[src/rtl/iic_slave_pkg.sv]
package iic_slave_pkg;
   typedef enum logic [1:0] {
      PH_IDLE = 2'd0,
      PH_ADDR = 2'd1,
      PH_DATA = 2'd2,
      PH_HOLD = 2'd3
   } phase_t;
endpackage

[src/rtl/iic_line_sync.sv]
module iic_line_sync #(
   parameter int WIDTH  = 2,
   parameter int STAGES = 2
) (
   input  logic             clk,
   input  logic             rst_n,
   input  logic [WIDTH-1:0] async_i,
   output logic [WIDTH-1:0] sync_o
);
   generate
      if (STAGES < 2) begin : g_bad
         $error("iic_line_sync: STAGES must be at least 2");
      end
   endgenerate

   logic [WIDTH-1:0] chain [STAGES];

   always_ff @(posedge clk or negedge rst_n) begin
      if (!rst_n) begin
         for (int i = 0; i < STAGES; i++) chain[i] <= '1;
      end else begin
         chain[0] <= async_i;
         for (int i = 1; i < STAGES; i++) chain[i] <= chain[i-1];
      end
   end

   assign sync_o = chain[STAGES-1];
endmodule

[src/rtl/iic_cond_detect.sv]
module iic_cond_detect (
   input  logic clk,
   input  logic rst_n,
   input  logic scl_s,
   input  logic sda_s,
   output logic scl_rise,
   output logic scl_fall,
   output logic start_det,
   output logic stop_det
);
   logic scl_q, sda_q;

   always_ff @(posedge clk or negedge rst_n) begin
      if (!rst_n) begin
         scl_q <= 1'b1;
         sda_q <= 1'b1;
      end else begin
         scl_q <= scl_s;
         sda_q <= sda_s;
      end
   end

   assign scl_rise  =  scl_s & ~scl_q;
   assign scl_fall  = ~scl_s &  scl_q;
   assign start_det =  scl_s &  scl_q &  sda_q & ~sda_s;
   assign stop_det  =  scl_s &  scl_q & ~sda_q &  sda_s;
endmodule

[src/rtl/iic_slave_core.sv]
module iic_slave_core
   import iic_slave_pkg::*;
#(
   parameter int ADDR_W      = 7,
   parameter int EXT_W       = 4,
   parameter bit GEN_CALL_EN = 1'b1
) (
   input  logic              clk,
   input  logic              rst_n,
   input  logic              scl_rise,
   input  logic              scl_fall,
   input  logic              sda_s,
   input  logic              start_det,
   input  logic              stop_det,
   input  logic [ADDR_W-1:0] own_addr,
   input  logic              auto_ack,
   output logic              sda_pull,
   output logic              irq,
   output logic              rw_flag,
   output logic              special,
   output logic [ADDR_W:0]   rx_data,
   output logic              rx_valid
);
   localparam int BYTE_W  = ADDR_W + 1;
   localparam int ACK_CNT = BYTE_W + 1;
   localparam int CNT_W   = $clog2(ACK_CNT + 1);

   phase_t            phase;
   logic [CNT_W-1:0]  bitcnt;
   logic [BYTE_W-1:0] shreg;
   logic              will_ack;

   logic [BYTE_W-1:0] byte_now;
   logic [ADDR_W-1:0] addr_now;
   logic              own_hit, ext_hit, gc_hit, any_hit;
   logic              eighth_rise, ninth_rise, eighth_fall, ninth_fall;

   assign byte_now = {shreg[BYTE_W-2:0], sda_s};
   assign addr_now = byte_now[BYTE_W-1:1];

   assign own_hit = (addr_now == own_addr);
   assign ext_hit = (addr_now[ADDR_W-1 -: EXT_W] == {EXT_W{1'b1}});

   generate
      if (GEN_CALL_EN) begin : g_gc
         assign gc_hit = (addr_now == '0);
      end else begin : g_no_gc
         assign gc_hit = 1'b0;
      end
   endgenerate

   assign any_hit = own_hit | ext_hit | gc_hit;

   assign eighth_rise = scl_rise & (bitcnt == CNT_W'(BYTE_W - 1));
   assign ninth_rise  = scl_rise & (bitcnt == CNT_W'(BYTE_W));
   assign eighth_fall = scl_fall & (bitcnt == CNT_W'(BYTE_W));
   assign ninth_fall  = scl_fall & (bitcnt == CNT_W'(ACK_CNT));

   always_ff @(posedge clk or negedge rst_n) begin
      if (!rst_n) begin
         phase    <= PH_IDLE;
         bitcnt   <= '0;
         shreg    <= '0;
         will_ack <= 1'b0;
         sda_pull <= 1'b0;
         irq      <= 1'b0;
         rw_flag  <= 1'b0;
         special  <= 1'b0;
         rx_data  <= '0;
         rx_valid <= 1'b0;
      end else begin
         irq      <= 1'b0;
         rx_valid <= 1'b0;
         if (start_det) begin
            phase    <= PH_ADDR;
            bitcnt   <= '0;
            will_ack <= 1'b0;
            sda_pull <= 1'b0;
            special  <= 1'b0;
         end else if (stop_det) begin
            phase    <= PH_IDLE;
            bitcnt   <= '0;
            will_ack <= 1'b0;
            sda_pull <= 1'b0;
         end else if (phase == PH_ADDR || phase == PH_DATA) begin
            if (scl_rise && bitcnt < CNT_W'(ACK_CNT)) begin
               bitcnt <= bitcnt + 1'b1;
               shreg  <= byte_now;
            end
            if (eighth_rise) begin
               if (phase == PH_ADDR) begin
                  if (any_hit) begin
                     irq      <= 1'b1;
                     rw_flag  <= byte_now[0];
                     special  <= ext_hit | gc_hit;
                     will_ack <= 1'b1;
                  end else begin
                     phase    <= PH_HOLD;
                     will_ack <= 1'b0;
                  end
               end else begin
                  rx_data  <= byte_now;
                  rx_valid <= 1'b1;
                  will_ack <= 1'b1;
               end
            end
            if (eighth_fall) begin
               sda_pull <= will_ack & auto_ack;
            end
            if (ninth_fall) begin
               sda_pull <= 1'b0;
               bitcnt   <= '0;
               will_ack <= 1'b0;
               if (phase == PH_ADDR)
                  phase <= (sda_pull && !rw_flag) ? PH_DATA : PH_HOLD;
               else
                  phase <= sda_pull ? PH_DATA : PH_HOLD;
            end
         end
         if (ninth_rise) begin
            bitcnt <= CNT_W'(ACK_CNT);
         end
      end
   end
endmodule

[src/rtl/iic_slave_front.sv]
module iic_slave_front #(
   parameter int ADDR_W      = 7,
   parameter int SYNC_STAGES = 2,
   parameter int EXT_W       = 4,
   parameter bit GEN_CALL_EN = 1'b1
) (
   input  logic              clk,
   input  logic              rst_n,
   input  logic              scl_i,
   input  logic              sda_i,
   input  logic [ADDR_W-1:0] own_addr_i,
   input  logic              auto_ack_i,
   output logic              sda_pull_o,
   output logic              irq_o,
   output logic              rw_flag_o,
   output logic              special_o,
   output logic [ADDR_W:0]   rx_data_o,
   output logic              rx_valid_o
);
   generate
      if (ADDR_W != 7) begin : g_bad_addr
         $error("iic_slave_front: ADDR_W must be 7");
      end
      if (EXT_W < 1 || EXT_W > ADDR_W) begin : g_bad_ext
         $error("iic_slave_front: EXT_W out of range");
      end
   endgenerate

   logic [1:0] lines_s;
   logic       scl_s, sda_s;
   logic       scl_rise, scl_fall, start_det, stop_det;

   iic_line_sync #(.WIDTH(2), .STAGES(SYNC_STAGES)) u_sync (
      .clk     (clk),
      .rst_n   (rst_n),
      .async_i ({scl_i, sda_i}),
      .sync_o  (lines_s)
   );

   assign scl_s = lines_s[1];
   assign sda_s = lines_s[0];

   iic_cond_detect u_cond (
      .clk       (clk),
      .rst_n     (rst_n),
      .scl_s     (scl_s),
      .sda_s     (sda_s),
      .scl_rise  (scl_rise),
      .scl_fall  (scl_fall),
      .start_det (start_det),
      .stop_det  (stop_det)
   );

   iic_slave_core #(
      .ADDR_W      (ADDR_W),
      .EXT_W       (EXT_W),
      .GEN_CALL_EN (GEN_CALL_EN)
   ) u_core (
      .clk       (clk),
      .rst_n     (rst_n),
      .scl_rise  (scl_rise),
      .scl_fall  (scl_fall),
      .sda_s     (sda_s),
      .start_det (start_det),
      .stop_det  (stop_det),
      .own_addr  (own_addr_i),
      .auto_ack  (auto_ack_i),
      .sda_pull  (sda_pull_o),
      .irq       (irq_o),
      .rw_flag   (rw_flag_o),
      .special   (special_o),
      .rx_data   (rx_data_o),
      .rx_valid  (rx_valid_o)
   );
endmodule

[config.mk]
export PLATFORM = sky130hd
export DESIGN_NAME = iic_slave_front
export DESIGN_NICKNAME = d
export VERILOG_FILES = /design/src/rtl/iic_slave_pkg.sv /design/src/rtl/iic_line_sync.sv /design/src/rtl/iic_cond_detect.sv /design/src/rtl/iic_slave_core.sv /design/src/rtl/iic_slave_front.sv
export SDC_FILE = /design/constraint.sdc
export NUM_CORES = 1
export LEC_CHECK = 0
export ABC_AREA = 1
export CAP_MARGIN = 20
export CELL_PAD_IN_SITES_DETAIL_PLACEMENT = 1
export CELL_PAD_IN_SITES_GLOBAL_PLACEMENT = 2
export CORE_MARGIN = 4
export CORE_UTILIZATION = 41
export CTS_BUF_LIST = sky130_fd_sc_hd__clkbuf_16
export CTS_CLUSTER_SIZE = 16
export DETAILED_ROUTE_END_ITERATION = 16
export DONT_BUFFER_PORTS = 1
export PLACE_DENSITY = 0.92
export SYNTH_ARGS = -nofsm -noshare
export SYNTH_HDL_FRONTEND = slang
export SYNTH_SLANG_ARGS = --single-unit
export TNS_END_PERCENT = 10
[constraint.sdc]
create_clock -name clk -period 3.83 [get_ports clk]
set_clock_uncertainty 0.15 [all_clocks]
set_input_delay 0.383 -clock clk [delete_from_list [all_inputs] [get_ports clk]]
set_output_delay 0.383 -clock clk [all_outputs]
set_load 0.01 [all_outputs]
==> results by group <==
Pwr
  – VDD IR-drop max: 0.000231 V
  – Total power: roughly 1.1 mW
  – Lkg Pwr: 0.902 nW
  – PD cells: 563 mW/mm2

Route
  – Met3 routed WL: 158 um
  – Uppermost layer routed: met4
  – DRT iter0 DRCs: 39
  – Routed vias: 1,273
  – Detailed Routing Iterations Pass 1: 4
  – Routed vias/inst: about 5.1
  – Residual DRC: 0
  – Routed length on met1: approximately 1700 um
  – Wire per inst: roughly 15 um
  – Final WL: roughly 3800 um
  – Met2 WL: 1950 um
  – DRT antenna net count: 0

Worst setup path
  – Slowest CP cell: dfstp_2
  – Crit-path max FO: 7
  – Critical Path Sink Type: flip-flop
  – CP required: 3.87 ns
  – CP Launch Type: flip-flop
  – Critical path arrival: 1.88 ns
  – Max incr delay on CP: ~0.58 ns
  – Critical path's most frequent cell: inv_1
  – Crit-path cells: inv_1 > nand3_4 > nand2_4 > nor2_4 > inv_1 > nor2_1 > nand3_1 > o21ai_0
  – CP Class: reg -> reg

Synthesis
  – Synth warn: 0
  – Synth Cell Area: between 0.0015 and 0.002 mm2
  – Post-synthesis sequential area ratio: between 40% and 50%
  – Flops & latches, synth: 33
  – Synth Instances: 192
  – Largest family of logic cells by synthesized area: simple AND/OR/NAND/NOR gates
  – Xor and xnor fraction of the mapped netlist area: just over 3%
  – Syn nets: roughly 210
  – Syn_area_per_cell: just under 9 um2
  – Mux cell area share after synthesis: 0%
  – Synth Area in Compound Gates: between 10% and 20%
  – Synth Area in Simple Gates: between 20% and 30%
  – Netlist cell types: 32
  – Post-Synth Adder-Cell Area: between 3 and 4%

Run
  – Max Cap Viol: 0

Global route
  – First-pass GRT wire length: between 6000 and 7000 um
  – Vias in the first global route: roughly 1,400
  – Grt total ovfl: 0
  – GRT Total Usage: between 15 and 20%
  – Initial antenna violation count: 0
  – Pin count of the biggest net entering global routing: 34

Die
  – Chip Width: between 70 and 80 um
  – Core ar.: about 0.0040 mm2
  – Starting Density: between 40% and 50%
  – IO Count: 25
  – Die area: approximately 0.0053 mm2
  – Row count: 23
  – DIE HEIGHT: ~73 um

STA
  – Fin. max-slew vios: 0
  – Slew at the pin closest to its max-slew limit: around 0.34 ns
  – RSZ-0062 raised after global routing: false
  – Setup violators final: 0
  – Max-Slew Margin vs Limit: approximately 77%
  – Final period utilization: approximately half
  – Fmax: around 540 MHz
  – Min Tclk post-route: around 1.8 ns
  – Final Hold Fails: 0
  – Final setup TNS: 0 ns

Layout
  – Final non-filler cell total: around 250
  – Layout cell share with drive strength beyond 1: about a fifth
  – Layout area overhead: 13.8%
  – Nets: about 220
  – Ant diodes: 0

Place
  – HPWL reported at the end of detailed placement: ~2800 um
  – Cells after DPL: between 200 and 250
  – PortBufs: 0
  – RePlAce Congestion: 0.766

CTS
  – CTS Buf Count: 5
  – Clock Sinks: 33
  – Post-CTS resize count: 0
  – Maximum clock insertion buffer count: 2
  – CTS root buffer: clkbuf_16
  – Number of hold buffers added after cts: 4
  – CTS tree: yes
  – CTS H-Tree Depth: 2
  – Skew-Pair Late Insertion Delay: roughly 0.28 ns
  – Post-CTS Setup Inserts: 0
  – Clk pin slew, worst setup/hold paths: about 0.050 ns

Hold path
  – Hold/Removal Path Class: in -> reg

Run status
  – Status: finished, final reports clean
## logic make-up (layout without fill, tap and decap cells)
kind of cell,Yosys count,after routing
xor+xnor,6,6
simple gates,90,90
flops,33,33
compound gates,28,28
fa+ha+maj,5,5
buf+inv,30,40
## placed cells by master (no fill, tap or decap), types with 3 or more instances in the layout
| cell | instances |
|---|---|
| nor2_1 | 12 |
| xnor2_1 | 3 |
| nand4_1 | 3 |
| dlygate4sd3_1 | 3 |
| dfstp_2 | 6 |
| o21ai_0 | 13 |
| clkbuf_16 | 5 |
| inv_1 | 25 |
| o21ai_2 | 9 |
| nor3_1 | 3 |
| dfrtp_1 | 27 |
| xor2_1 | 3 |
| nand2_1 | 46 |
| ha_1 | 5 |
| clkinv_2 | 3 |
| nand3_1 | 14 |
## cells in the mapped netlist
library cell	instances	area (um2)
nand2_1	46	173
dfrtp_1	27	676
inv_1	25	93.8
nand3_1	14	70.1
o21ai_0	13	65.1
nor2_1	12	45.0
o21ai_2	9	78.8
dfstp_2	6	158
ha_1	5	62.6
nand4_1	3	18.8
nor3_1	3	15.0
xnor2_1	3	26.3
xor2_1	3	26.3
a21oi_1	2	10.0
inv_2	2	7.51
nor2_2	2	12.5
nor2_4	2	22.5
a21boi_4	1	18.8
a21oi_4	1	16.3
a31oi_1	1	6.26
buf_4	1	7.51
buf_6	1	11.3
clkinv_2	1	5.00
nand2_2	1	6.26
nand2_4	1	11.3
nand3_2	1	10.0
nand3_4	1	17.5
nand3b_1	1	7.51
nand4_2	1	12.5
nor3_2	1	10.0
o21ai_1	1	5.00
or2_4	1	8.76
## power breakdown
| part | switching, mW | leakage [nW] | internal, mW | total (mW) |
|---|---|---|---|---|
| sequential | 0.0536 | 0.427 | 0.401 | 0.454 |
| clock | 0.142 | 0.0696 | 0.238 | 0.380 |
| combinational | 0.169 | 0.406 | 0.0961 | 0.265 |
| total | 0.365 | 0.902 | 0.735 | 1.10 |
## state kept, by name (all words and copies together) (netlist names), 2 cells and up
| register | flops |
|---|---|
| u_sync.sync_o | 2 |
| u_core.rx_data | 8 |
| u_core.phase | 2 |
| u_sync.chain | 2 |
| u_core.shreg | 7 |
| u_core.bitcnt | 4 |
## worst max-delay path: cells and delay by family (launching register included)
family          cells  cell delay, ns
compound gates      1            0.08
buf+inv             2            0.23
flops               1            0.58
simple gates        5            0.70
## per-layer routing
metal / up-vias / global-route usage (%)
li1: 629 / -
met1: 619 / 19.5
met2: 20 / 28.7
met3: 5 / 5.37
met4: 0 / 6.15
met5: - / 0
## layout make-up
cell class	instances	area, um2
clock buffers	5	125
clock inverters	3	17.5
fillers	489	2080
inverters	28	106
multi-input cells	129	756
flip-flops and latches	33	833
well taps	50	62.6
repair buffers	4	50.0
## per-stage QoR
step           hold WS, ns  setup WS (ns)  utilization, %  cell area [um2]
2_1_floorplan      -0.0626           2.22               -             1710
3_3_place_gp       -0.0617           2.07            43.6             1760
3_5_place_dp       -0.0618           2.00            43.6             1760
4_1_cts              0.146           1.97            48.4             1950
5_1_grt              0.138           1.84            48.4             1950
6_report             0.141           1.99            48.4             1950
## path summary, 6_finish.rpt
check	from	cells past startpoint	slack, ns	to
worst max-delay path	u_sync.sync_o[0]$_DFF_PN1_	8	1.99	u_core.bitcnt[1]$_DFFE_PN0P_
worst min-delay path	auto_ack_i	2	0.14	u_core.sda_pull$_DFFE_PN0P_
worst max register to register	u_sync.sync_o[0]$_DFF_PN1_	8	1.99	u_core.bitcnt[1]$_DFFE_PN0P_
worst min register to register	u_sync.chain[3]$_DFF_PN1_	0	0.21	u_sync.sync_o[1]$_DFF_PN1_
max in group asynchronous	rst_n	2	2.87	u_sync.sync_o[0]$_DFF_PN1_
min in group asynchronous	rst_n	2	0.40	u_core.rx_data[5]$_DFFE_PN0P_
(Power assumes the default switching activity.)
